$ cat config.mk
export PLATFORM = sky130hd
export DESIGN_NAME = sw_spi_ctrl
export DESIGN_NICKNAME = d
export VERILOG_FILES = /design/src/rtl/sw_spi_pkg.sv /design/src/rtl/sw_spi_sync.sv /design/src/rtl/sw_spi_shifter.sv /design/src/rtl/sw_spi_regs.sv /design/src/rtl/sw_spi_ctrl.sv
export SDC_FILE = /design/constraint.sdc
export NUM_CORES = 1
export LEC_CHECK = 0
export ABC_AREA = 1
export CORE_MARGIN = 5
export CORE_UTILIZATION = 35
export CTS_CLUSTER_DIAMETER = 80
export CTS_CLUSTER_SIZE = 10
export DETAILED_ROUTE_END_ITERATION = 7
export SYNTH_ARGS = -nofsm -noshare
export SYNTH_HDL_FRONTEND = slang
export SYNTH_HIERARCHICAL = 1
export SYNTH_SLANG_ARGS = --single-unit
$ cat constraint.sdc
create_clock -name clk -period 1.4 [get_ports clk]
set_clock_uncertainty 0.05 [all_clocks]
set_input_delay 0.28 -clock clk [delete_from_list [all_inputs] [get_ports clk]]
set_output_delay 0.28 -clock clk [all_outputs]
set_load 0.01 [all_outputs]
$ cat src/rtl/sw_spi_pkg.sv
package sw_spi_pkg;

    localparam int OPC_W = 3;

    typedef enum logic [OPC_W-1:0] {
        OPC_DIAG   = 3'b000,
        OPC_NOP    = 3'b001,
        OPC_OUTCFG = 3'b010,
        OPC_IOCFG  = 3'b011,
        OPC_RESET  = 3'b100,
        OPC_SLEEP  = 3'b101,
        OPC_WAKE   = 3'b110,
        OPC_CHAN   = 3'b111
    } opc_e;

    typedef struct packed {
        logic       io_spi;
        logic [1:0] in_mode;
        logic [1:0] pin_fn;
        logic [1:0] ilim;
        logic       latch;
        logic [1:0] slew;
    } cfg_t;

    localparam cfg_t CFG_DEFAULT = '0;

endpackage

$ cat src/rtl/sw_spi_sync.sv
module sw_spi_sync #(
    parameter int               WIDTH     = 3,
    parameter int               STAGES    = 2,
    parameter logic [WIDTH-1:0] RESET_VAL = '0
) (
    input  logic             clk,
    input  logic             rst_n,
    input  logic [WIDTH-1:0] d,
    output logic [WIDTH-1:0] q
);

    logic [WIDTH-1:0] chain_q [STAGES];

    for (genvar g = 0; g < STAGES; g++) begin : g_stage
        if (g == 0) begin : g_first
            always_ff @(posedge clk or negedge rst_n) begin
                if (!rst_n) chain_q[g] <= RESET_VAL;
                else        chain_q[g] <= d;
            end
        end else begin : g_next
            always_ff @(posedge clk or negedge rst_n) begin
                if (!rst_n) chain_q[g] <= RESET_VAL;
                else        chain_q[g] <= chain_q[g-1];
            end
        end
    end

    assign q = chain_q[STAGES-1];

endmodule

$ cat src/rtl/sw_spi_shifter.sv
module sw_spi_shifter #(
    parameter int FRAME_BITS = 8
) (
    input  logic                  clk,
    input  logic                  rst_n,
    input  logic                  cs_s,
    input  logic                  sclk_s,
    input  logic                  sdi_s,
    input  logic [FRAME_BITS-1:0] diag_in,
    input  logic                  sleep_i,
    output logic                  sdo,
    output logic                  sdo_oe,
    output logic                  frame_done,
    output logic                  frame_len_ok,
    output logic [FRAME_BITS-1:0] frame_byte
);

    localparam int CNT_W   = $clog2(FRAME_BITS) + 1;
    localparam int CNT_MAX = (1 << CNT_W) - 1;

    typedef struct packed {
        logic                  cs_prev;
        logic                  sclk_prev;
        logic [FRAME_BITS-1:0] rx;
        logic [FRAME_BITS-1:0] tx;
        logic [CNT_W-1:0]      cnt;
        logic                  done;
        logic                  len_ok;
        logic [FRAME_BITS-1:0] byte_out;
    } shf_t;

    shf_t st_d, st_q;
    logic cs_fall, cs_rise, sclk_rise, sclk_fall;

    always_comb begin
        st_d           = st_q;
        st_d.done      = 1'b0;
        st_d.cs_prev   = cs_s;
        st_d.sclk_prev = sclk_s;
        cs_fall   = st_q.cs_prev & ~cs_s;
        cs_rise   = ~st_q.cs_prev & cs_s;
        sclk_rise = ~st_q.sclk_prev & sclk_s & ~cs_s & ~st_q.cs_prev;
        sclk_fall = st_q.sclk_prev & ~sclk_s & ~cs_s & ~st_q.cs_prev;
        if (cs_fall) begin
            st_d.tx  = sleep_i ? '0 : diag_in;
            st_d.rx  = '0;
            st_d.cnt = '0;
        end else begin
            if (sclk_fall) begin
                st_d.rx = {st_q.rx[FRAME_BITS-2:0], sdi_s};
                if (st_q.cnt != CNT_W'(CNT_MAX)) st_d.cnt = st_q.cnt + 1'b1;
            end
            if (sclk_rise && st_q.cnt != '0) begin
                st_d.tx = {st_q.tx[FRAME_BITS-2:0], 1'b0};
            end
        end
        if (cs_rise) begin
            st_d.done     = 1'b1;
            st_d.len_ok   = (st_q.cnt == CNT_W'(FRAME_BITS));
            st_d.byte_out = st_q.rx;
        end
    end

    always_ff @(posedge clk or negedge rst_n) begin
        if (!rst_n) begin
            st_q         <= '0;
            st_q.cs_prev <= 1'b1;
        end else begin
            st_q <= st_d;
        end
    end

    assign sdo_oe       = ~cs_s;
    assign sdo          = ~cs_s & st_q.tx[FRAME_BITS-1];
    assign frame_done   = st_q.done;
    assign frame_len_ok = st_q.len_ok;
    assign frame_byte   = st_q.byte_out;

    // capture of the diagnosis byte at select
    p_capture_r1: assert property (@(posedge clk) disable iff (!rst_n)
        (st_q.cs_prev && !cs_s && !sleep_i) |=> (st_q.tx == $past(diag_in)));

    // deselected port keeps its receive state
    p_idle_hold_r3: assert property (@(posedge clk) disable iff (!rst_n)
        (cs_s && st_q.cs_prev) |=> ($stable(st_q.rx) && $stable(st_q.cnt)));

endmodule

$ cat src/rtl/sw_spi_regs.sv
module sw_spi_regs
    import sw_spi_pkg::*;
#(
    parameter int FRAME_BITS = 8,
    parameter int NCH        = 2
) (
    input  logic                  clk,
    input  logic                  rst_n,
    input  logic                  frame_done,
    input  logic                  frame_len_ok,
    input  logic [FRAME_BITS-1:0] frame_byte,
    output cfg_t                  cfg_o,
    output logic [NCH-1:0]        ch_o,
    output logic                  sleep_o,
    output logic                  diag_clr_o
);

    typedef struct packed {
        cfg_t           cfg;
        logic [NCH-1:0] ch;
        logic           sleep;
        logic           clr;
    } reg_t;

    reg_t rg_d, rg_q;
    opc_e opc;
    logic accept;

    assign opc    = opc_e'(frame_byte[FRAME_BITS-1 -: OPC_W]);
    assign accept = frame_done & frame_len_ok;

    always_comb begin
        rg_d     = rg_q;
        rg_d.clr = 1'b0;
        if (accept) begin
            if (rg_q.sleep) begin
                if (opc == OPC_WAKE) begin
                    rg_d.sleep = 1'b0;
                    rg_d.clr   = 1'b1;
                end
            end else begin
                unique case (opc)
                    OPC_DIAG: rg_d.clr = 1'b1;
                    OPC_NOP:  rg_d.clr = 1'b0;
                    OPC_OUTCFG: begin
                        rg_d.cfg.ilim  = frame_byte[4:3];
                        rg_d.cfg.latch = frame_byte[2];
                        rg_d.cfg.slew  = frame_byte[1:0];
                        rg_d.clr       = 1'b1;
                    end
                    OPC_IOCFG: begin
                        rg_d.cfg.io_spi  = frame_byte[4];
                        rg_d.cfg.in_mode = frame_byte[3:2];
                        rg_d.cfg.pin_fn  = frame_byte[1:0];
                        rg_d.clr         = 1'b1;
                    end
                    OPC_RESET: begin
                        rg_d.cfg = CFG_DEFAULT;
                        rg_d.ch  = '0;
                        rg_d.clr = 1'b1;
                    end
                    OPC_SLEEP: begin
                        rg_d.ch    = '0;
                        rg_d.sleep = 1'b1;
                        rg_d.clr   = 1'b1;
                    end
                    OPC_WAKE: rg_d.clr = 1'b1;
                    OPC_CHAN: begin
                        rg_d.ch  = frame_byte[NCH-1:0];
                        rg_d.clr = 1'b1;
                    end
                    default: rg_d.clr = 1'b0;
                endcase
            end
        end
    end

    always_ff @(posedge clk or negedge rst_n) begin
        if (!rst_n) rg_q <= '0;
        else        rg_q <= rg_d;
    end

    assign cfg_o      = rg_q.cfg;
    assign ch_o       = rg_q.ch;
    assign sleep_o    = rg_q.sleep;
    assign diag_clr_o = rg_q.clr;

    // clear request is a single-cycle pulse
    p_clr_single_r4: assert property (@(posedge clk) disable iff (!rst_n)
        rg_q.clr |=> !rg_q.clr);

    // wrong-length frame leaves every register alone
    p_bad_len_r10: assert property (@(posedge clk) disable iff (!rst_n)
        (frame_done && !frame_len_ok) |=>
            ($stable(rg_q.cfg) && $stable(rg_q.ch) && !rg_q.clr));

    // in sleep, only wake-up has any effect
    p_sleep_hold_r9: assert property (@(posedge clk) disable iff (!rst_n)
        (rg_q.sleep && !(accept && opc == OPC_WAKE)) |=>
            ($stable(rg_q.cfg) && $stable(rg_q.ch) && !rg_q.clr));

    // channels stay off while asleep
    p_sleep_ch_off_r9: assert property (@(posedge clk) disable iff (!rst_n)
        rg_q.sleep |-> (rg_q.ch == '0));

endmodule

$ cat src/rtl/sw_spi_ctrl.sv
module sw_spi_ctrl
    import sw_spi_pkg::*;
#(
    parameter int FRAME_BITS  = 8,
    parameter int SYNC_STAGES = 2
) (
    input  logic                  clk,
    input  logic                  rst_n,
    input  logic                  cs_n,
    input  logic                  sclk,
    input  logic                  sdi,
    input  logic [FRAME_BITS-1:0] diag_in,
    output logic                  sdo,
    output logic                  sdo_oe,
    output logic                  cfg_io_spi,
    output logic [1:0]            cfg_in_mode,
    output logic [1:0]            cfg_pin_fn,
    output logic [1:0]            cfg_ilim,
    output logic                  cfg_latch,
    output logic [1:0]            cfg_slew,
    output logic [1:0]            ch_serial,
    output logic                  sleep_mode,
    output logic                  diag_clr
);

    localparam int NCH = 2;

    logic [2:0]            pins_s;
    logic                  frame_done, frame_len_ok, sleep_w;
    logic [FRAME_BITS-1:0] frame_byte;
    cfg_t                  cfg_w;

    sw_spi_sync #(
        .WIDTH     (3),
        .STAGES    (SYNC_STAGES),
        .RESET_VAL (3'b100)
    ) u_sync (
        .clk   (clk),
        .rst_n (rst_n),
        .d     ({cs_n, sclk, sdi}),
        .q     (pins_s)
    );

    sw_spi_shifter #(.FRAME_BITS(FRAME_BITS)) u_shf (
        .clk          (clk),
        .rst_n        (rst_n),
        .cs_s         (pins_s[2]),
        .sclk_s       (pins_s[1]),
        .sdi_s        (pins_s[0]),
        .diag_in      (diag_in),
        .sleep_i      (sleep_w),
        .sdo          (sdo),
        .sdo_oe       (sdo_oe),
        .frame_done   (frame_done),
        .frame_len_ok (frame_len_ok),
        .frame_byte   (frame_byte)
    );

    sw_spi_regs #(.FRAME_BITS(FRAME_BITS), .NCH(NCH)) u_regs (
        .clk          (clk),
        .rst_n        (rst_n),
        .frame_done   (frame_done),
        .frame_len_ok (frame_len_ok),
        .frame_byte   (frame_byte),
        .cfg_o        (cfg_w),
        .ch_o         (ch_serial),
        .sleep_o      (sleep_w),
        .diag_clr_o   (diag_clr)
    );

    assign cfg_io_spi  = cfg_w.io_spi;
    assign cfg_in_mode = cfg_w.in_mode;
    assign cfg_pin_fn  = cfg_w.pin_fn;
    assign cfg_ilim    = cfg_w.ilim;
    assign cfg_latch   = cfg_w.latch;
    assign cfg_slew    = cfg_w.slew;
    assign sleep_mode  = sleep_w;

    // no serial drive while deselected
    p_sdo_quiet_r3: assert property (@(posedge clk) disable iff (!rst_n)
        !sdo_oe |-> !sdo);

endmodule

* Yosys cells after proc, flatten, opt, wreduce, memory -nomap -nowiden *
Cells that the tools add are included.

word-level totals
  input bits = 13
  logic and storage cells = 74
  register bits after elaboration = 52
  output and inout bits = 16

operators by class
  reduce and logical (&&, ||, !) cells = 15
  muxes and demuxes = 15
  add/subtract/negate cells = 1
  eq/ne operators = 9
  bitwise gates (word level) = 15

operators by type and width
  cell                                            count
  2-to-1 mux 8 bit                                3
  2-to-1 mux 20 bit                               1
  case mux 5 bit (2 select lines)                 2
  == test 3 bit (second input constant)           4
  nonzero test 2 bit                              6
  AND 1 bit                                       10
  2-to-1 mux 10 bit                               1
  AND reduction 3 bit                             3
  2-to-1 mux 4 bit                                2
  OR reduction 7 bit                              1
  == test 3 x 2 -> 1 bit (second input constant)  2
  NOT 1 bit                                       5
  adder 4 x 1 -> 4 bit (second input constant)    1
  == test 4 bit (second input constant)           1
  2-to-1 mux 2 bit                                2
  != test 4 bit (second input constant)           1
  case mux 2 bit (2 select lines)                 1
  nonzero test 4 bit                              1
  == test 3 x 1 -> 1 bit (second input constant)  1
  logical NOT 3 bit                               1
  2-to-1 mux 1 bit                                2
  case mux 1 bit (2 select lines)                 1
  AND reduction 2 bit                             1
  OR reduction 2 bit                              1
  logical AND 1 bit                               1

* Depth between registers and ports, before layout *
Gate-level depths: netlist of run 1.

  depth in word-level cells = 7
  mapped depth = 8

* Cells and area by module *
The synthesis of run 1 kept the hierarchy.

modules (own cells, without submodules)
  module          cells each  seq. area each (sq um)  instances  area each (sq um)
  sw_spi_shifter  173         802.0                   1          1,560.2
  sw_spi_regs     93          350.3                   1          780.7
  sw_spi_sync     9           152.6                   1          175.2

* Worst setup path after synthesis of run 1 *
No wires, ideal clock.

  path type = register to register
  from = reg u_sync.chain_q, in the netlist u_sync/q[2]
  to = reg u_shf.st_q, in the netlist u_shf/frame_byte[6]
  cell stages (with the launch flop) = 8
  period minus slack after synthesis = 1.286 ns
  data arrival time = 1.119 ns
  path slack = 0.114 ns
  setup time = 0.117 ns
  cell sequence = dfstp_2 -> buf_4 -> inv_2 -> nor2_4 -> inv_2 -> buf_6 -> nand2_1 -> o21ai_2

between the ends
  word-level cells in the longest chain between the ends = 1

ends and longest elaborated chain
  element                            line                  text
  from (decl)                        sw_spi_sync.sv:12     logic [WIDTH-1:0] chain_q [STAGES];
  from (signal, indexed assignment)  sw_spi_sync.sv:23     else chain_q[g] <= chain_q[g-1];
  AND 1 bit                          sw_spi_shifter.sv:41  cs_rise = ~st_q.cs_prev & cs_s;
  via u_shf.cs_rise                  sw_spi_shifter.sv:33  logic cs_fall, cs_rise, sclk_rise, sclk_fall;
  to (signal assigned)               sw_spi_shifter.sv:69  st_q <= st_d;
  to (decl)                          sw_spi_shifter.sv:32  shf_t st_d, st_q;

The timed path passes the listed nets, and every way through them passes these cells.
A chain may end at the register's enable or synchronous reset.

* Worst setup path after layout of run 1 *
  from = reg u_sync.chain_q, in the netlist u_sync/q[2]
  to = out sdo_oe

between the ends
  word-level cells in the longest chain between the ends = 1

ends and longest elaborated chain
  element    line                  text
  NOT 1 bit  sw_spi_shifter.sv:73  assign sdo_oe = ~cs_s;
  to (decl)  sw_spi_ctrl.sv:14     output logic sdo_oe,

No other way between the ends.

==> results.sh, run 1 <==
export IMPL_pwr_share_clk_pct=34.7
export IMPL_area_delta_synth_final_pct=20.1
export IMPL_p_int_mw=2.22
export IMPL_ys_flop_type="dfrtp_1"
export IMPL_hold_viol=0
export IMPL_clk_path_buf_depth=2
export IMPL_grt_pass1_wl_um=7560
export IMPL_fin_cells=408
export IMPL_yosysMostFrequentCell="nand2_1"
export IMPL_arrival_ns=1.03
export IMPL_via_per_inst=4.34
export IMPL_yosysTopAreaCellShare_pct=48.7
export IMPL_setup_tns_ns=0
export IMPL_utilization_pct=42.3
export IMPL_synthMuxAreaShare_pct=0
export IMPL_critPathLaunch="u_sync/q[2]"
export IMPL_hold_ws_ns=0.304
export IMPL_async_flop_share_pct=100
export IMPL_grtUsageTotal_pct=10.5
export IMPL_crit_fanout=5
export IMPL_rows=31
export IMPL_syn_inst=275
export IMPL_netSwitchingFraction_pct=23.5
export IMPL_yosys_area_share_adder_pct=0.995
export IMPL_dpl_cell_area_mm2=0.00288
export IMPL_peakVddDrop_uv=421
export IMPL_io_buffers=28
export IMPL_cts_root_buf="clkbuf_8"
export IMPL_totalWireLength_um=4420
export IMPL_die_area_mm2=0.00899
export IMPL_cp_end_kind="output pin"
export IMPL_synth_compound_area_share_pct=7.21
export IMPL_grt_pass1_vias=1675
export IMPL_io_pins=29
export IMPL_synth_largest_area_cell="dfrtp_1"
export IMPL_die_x_um=94.8
export IMPL_cap_violations=0
export IMPL_routabilityCongestion=0.804
export IMPL_htreeDepth=2
export IMPL_yosys_register_bits=52
export IMPL_seqPwrFrac_pct=55.1
export IMPL_first_iter_violations=85
export IMPL_final_nets=323
export IMPL_coreArea_mm2=0.00714
export IMPL_p_sw_uw=683
export IMPL_syn_nets=290
export IMPL_synth_distinct_cells=26
export IMPL_die_height_um=94.8
export IMPL_slew_violations=0
export IMPL_numClockSinks=52
export IMPL_syn_area_mm2=0.00252
export IMPL_dp_hpwl_um=3120
export IMPL_synth_xor_area_share_pct=0.348
export IMPL_cts_made_buffers=5
export IMPL_syn_avg_cell_area_um2=9.15
export IMPL_crit_type="flip-flop to output pin"
export IMPL_yosys_area_share_simple_pct=29.5
export IMPL_tightestPinTransition_ns=0.410
export IMPL_post_place_cells=396
export IMPL_cts_tree="yes"
export IMPL_reg2reg_from="u_sync/q[2]"
export IMPL_setup_viol=0
export IMPL_synth_enable_flop_cells=0
export IMPL_synthTopCellsByArea="dfrtp_1, nand2_1, nand3_1"
export IMPL_cp_data_required_time_ns=1.07
export IMPL_start_util_pct=35.3
export IMPL_combPwrFrac_pct=10.2
export IMPL_synth_top_family_by_area="simple AND/OR/NAND/NOR gates"
export IMPL_postLayoutCellArea_mm2=0.00302
export IMPL_overflow=0
export IMPL_outcome="finished, final reports clean"
export IMPL_synthTopCellsByCount="nand2_1, dfrtp_1, nand3_1, inv_1"
export IMPL_hold_path_class="flip-flop to flip-flop"
export IMPL_drtAntennaViolNets=0
export IMPL_antenna_found_initial=0
export IMPL_worstHoldStart="u_sync/chain_q[3]"
export IMPL_ys_seq_area_share_pct=51.9
export IMPL_ys_warn_count=6
export IMPL_leakagePower_nw=1.49
export IMPL_clk_pin_slew_ns=0.09
export IMPL_rrSetupSlack_ns=0.07
export IMPL_power_density_mw_per_mm2=961
export IMPL_finalCriticalPeriod_ns=1.36
export IMPL_clk_latency_ns=0.30
export IMPL_layout_drive_gt1_share_pct=21.0
export IMPL_dr_pass1_iters=6
export IMPL_antenna_diode_count=0
export IMPL_rsz0062_at_grt="yes"
export IMPL_fmax_ghz=0.734
export IMPL_drc=0
export IMPL_num_vias=1771
export IMPL_routedWlPerCell_um=10.8
export IMPL_crit_path_start_kind="flip-flop"
export IMPL_layout_worst_path_cycle_share_pct=97.4
export IMPL_grt_max_degree=53
export IMPL_slew_headroom_pct=72.6
## path summary, 6_finish.rpt
check                                     to  depth (start not counted)
setup / recovery                      sdo_oe                          2
hold / removal                   u_sync/q[0]                          0
setup reg to reg              u_shf/st_q[17]                          7
hold reg to reg                  u_sync/q[0]                          0
max in group asynchronous  u_sync/chain_q[5]                          3
min in group asynchronous  u_regs/diag_clr_o                          3
## routing by layer
layer | vias to the layer above | GRT usage [%] | wire (µm)
met5 | - | 0 | 0
met4 | 0 | 2.88 | 47
met3 | 5 | 3.03 | 179
met2 | 23 | 17.0 | 2010
met1 | 810 | 13.7 | 2190
li1 | 933 | - | -
## what timing repair did
item,CTS,global route
cloned,0,1
setup buffers,0,2
pin swaps,0,0
setup endpoints to repair,16,25
endpoints found under the hold margin,49,0
gates resized for setup,22,9
hold buffers,1,0
## placed cells by master, fill, tap and decap left out, drive strengths merged
master,Yosys,layout
nor3,1,1
o21ai,20,20
dfrtp,49,49
clkinv,0,1
nand2,75,76
clkdlybuf4s50,0,11
nand3,45,45
dlygate4sd2,0,14
a21oi,5,5
clkbuf,0,6
ha,2,2
dlygate4sd3,0,1
o22ai,3,3
nand4,2,2
bufinv,0,1
nor2,19,19
inv,36,36
xor2,1,1
buf,14,13
dfstp,3,3
## critical path, cell delays in order (launching register included)
cell	delay, ns
dfstp_2	0.56
inv_2	0.06
buf_6	0.12
## final cells by class
type	count	area, µm²
Timing Repair Buffer	39	352
Multi-Input combinational cell	174	991
Fill cell	752	4120
Clock buffer	6	72.6
Sequential cell	52	1310
Tap cell	99	124
Clock inverter	2	35.0
Inverter	36	143
## cells by family after synthesis
| group | Yosys count |
|---|---|
| buffers and inverters | 50 |
| and+or+nand+nor | 142 |
| DFF | 52 |
| adders and majority gates | 2 |
| AOI/OAI and AO/OA | 28 |
| xor gates and xnor gates | 1 |
## state kept, by name, summed over array words and instances (netlist names)
signal              flops
u_regs/cfg_o           10
u_regs/ch_o             2
u_regs/diag_clr_o       1
u_regs/sleep_o          1
u_shf/frame_byte        8
u_shf/frame_done        1
u_shf/frame_len_ok      1
u_shf/st_q             22
u_sync/chain_q          3
u_sync/q                3
## power groups by stage
stage | logic (mW) | registers, mW | clock network, mW
after CTS | 0.282 | 1.60 | 1.05
after detailed placement | 0.283 | 1.63 | 0
after floorplan | 0.173 | 1.62 | 0
after global placement | 0.281 | 1.63 | 0
after global routing | 0.340 | 1.61 | 1.11
final | 0.298 | 1.60 | 1.01
## per-stage QoR
step	worst slack, ns	power [mW]
2_1_floorplan	0.114	1.79
3_5_place_dp	0.00885	1.91
6_report	0.0371	2.90
4_1_cts	0.00161	2.93
5_1_grt	-0.00380	3.06
3_3_place_gp	0.0153	1.91
No activity file was read; power rests on OpenSTA's default activity.
==> inputs of run 2 (changes only) <==
- REMOVE_ABC_BUFFERS: not set -> 1
==> results.sh, run 2 (same netlist as run 1, synthesis figures left out) <==
export IMPL_outcome="complete, but fails checks"
export IMPL_violations="negative setup slack"
export IMPL_coreArea_mm2=0.00714
export IMPL_clk_path_buf_depth=2
export IMPL_first_iter_violations=106
export IMPL_via_per_inst=4.41
export IMPL_crit_chain="buf_6, nor2_2, buf_2"
export IMPL_grt_max_degree=53
export IMPL_finalCriticalPeriod_ns=1.46
export IMPL_die_area_mm2=0.00899
export IMPL_pre_cts_slack_ns=-0.00592
export IMPL_finalPower_mw=3.02
export IMPL_crit_type="flip-flop to output pin"
export IMPL_fmax_ghz=0.686
export IMPL_routabilityCongestion=0.821
export IMPL_top_register="u_shf/st_q"
export IMPL_io_pins=29
export IMPL_hold_path_class="flip-flop to flip-flop"
export IMPL_overflow=0
export IMPL_num_vias=1793
export IMPL_crit_buf_inv=2
export IMPL_drc=0
export IMPL_crit_fanout=3
export IMPL_cts_root_buf="clkbuf_8"
export IMPL_arrival_ns=1.13
export IMPL_layout_commonest_cell="nand2_1"
export IMPL_cts_made_buffers=5
export IMPL_dp_hpwl_um=3190
export IMPL_whs_path_depth=0
export IMPL_cp_end_kind="output pin"
export IMPL_numClockSinks=52
export IMPL_power_density_mw_per_mm2=983
export IMPL_hold_viol=0
export IMPL_grt_pass1_vias=1747
export IMPL_leakagePower_nw=1.51
export IMPL_crit_path_start_kind="flip-flop"
export IMPL_fill_cells=741
export IMPL_io_buffers=28
export IMPL_totalWireLength_um=4400
export IMPL_htreeDepth=2
export IMPL_routedWlPerCell_um=10.8
export IMPL_largest_reg_flops=22
export IMPL_die_height_um=94.8
export IMPL_hold_ws_ns=0.298
export IMPL_start_util_pct=35.3
export IMPL_layout_worst_path_cycle_share_pct=104
export IMPL_clk_pin_slew_ns=0.10
export IMPL_cap_violations=0
export IMPL_setup_slack_ns=-0.0577
export IMPL_cpMaxStageDelayCell="dfstp_2"
export IMPL_cts_tree="yes"
export IMPL_grtUsageTotal_pct=10.9
export IMPL_antenna_diode_count=0
export IMPL_antenna_found_initial=0
export IMPL_cp_data_required_time_ns=1.07
export IMPL_critPathMaxStageDelay_ns=0.57
export IMPL_clk_latency_ns=0.31
export IMPL_die_x_um=94.8
export IMPL_drtAntennaViolNets=0
export IMPL_ff2ff_path_depth=7
export IMPL_peakVddDrop_uv=468
export IMPL_layout_drive_gt1_share_pct=22.7
export IMPL_tightestPinTransition_ns=0.416
export IMPL_rsz0062_at_grt="yes"
export IMPL_cp_num_cells=3
export IMPL_cp_top_family="flip-flops"
export IMPL_rows=31
export IMPL_setup_viol=1
export IMPL_final_nets=322
export IMPL_area_delta_synth_final_pct=22.2
export IMPL_final_cell_mix="nand2_1, dfrtp_1, nand3_1, inv_1, dlygate4sd2_1"
export IMPL_slew_headroom_pct=72.3
export IMPL_slew_violations=0
export IMPL_grt_pass1_wl_um=7800
export IMPL_dr_pass1_iters=4
-- run 2: power breakdown --
part           switching [mW]  leakage [nW]  internal (mW)  total (mW)
clock                   0.487        0.0645          0.631        1.12
combinational           0.177         0.752          0.131       0.307
sequential             0.0342         0.689           1.57        1.60
total                   0.698          1.51           2.33        3.02
-- run 2: final cells by class --
cell class	instances	area (µm²)	share of cell area (%)
clock buffer	7	96.3	3.13
clock inverter	1	30.0	0.976
inverter	36	145	4.72
multi-input combinational	173	1010	32.8
sequential	52	1310	42.4
tap	99	124	4.03
timing repair buffer	39	368	12.0
-- run 2: what timing repair did --
action | CTS | global route
buffers inserted | 2 | 0
gates resized for setup | 25 | 15
hold buffers | 1 | 0
gates cloned | 0 | 0
pin swaps | 1 | 2
endpoints found under the hold margin | 49 | 0
endpoints found under the setup margin | 22 | 29
-- run 2: metrics by stage --
step | util (%) | instances | area [µm²] | TNS [ns]
finish | 43.1 | 407 | 3080 | -0.0577
global placement | 40.5 | 396 | 2890 | 0
global route | 43.1 | 407 | 3080 | -0.134
CTS | 42.4 | 407 | 3030 | -0.0905
floorplan | - | 261 | 2400 | 0
detailed placement | 40.5 | 396 | 2890 | -0.0182
-- run 2: path summary, 6_finish.rpt --
| check | from | to | slack [ns] |
|---|---|---|---|
| min in group asynchronous | rst_n | u_regs/cfg_o[2] | 0.43 |
| max in group asynchronous | rst_n | u_sync/q[2] | 0.59 |
| setup reg to reg | u_sync/q[2] | u_shf/st_q[18] | 0.06 |
| hold reg to reg | u_sync/chain_q[4] | u_sync/q[1] | 0.30 |
| hold / removal | u_sync/chain_q[4] | u_sync/q[1] | 0.30 |
| setup / recovery | u_sync/q[2] | sdo | -0.06 |
-- run 2: per-layer routing --
layer  up-vias  wire, µm  GRT usage (%)
met4         0        55           3.25
met2        27      2050           17.0
met1       829      2120           14.6
met3         5       182           3.35
met5         -         0              0
li1        932         -              -
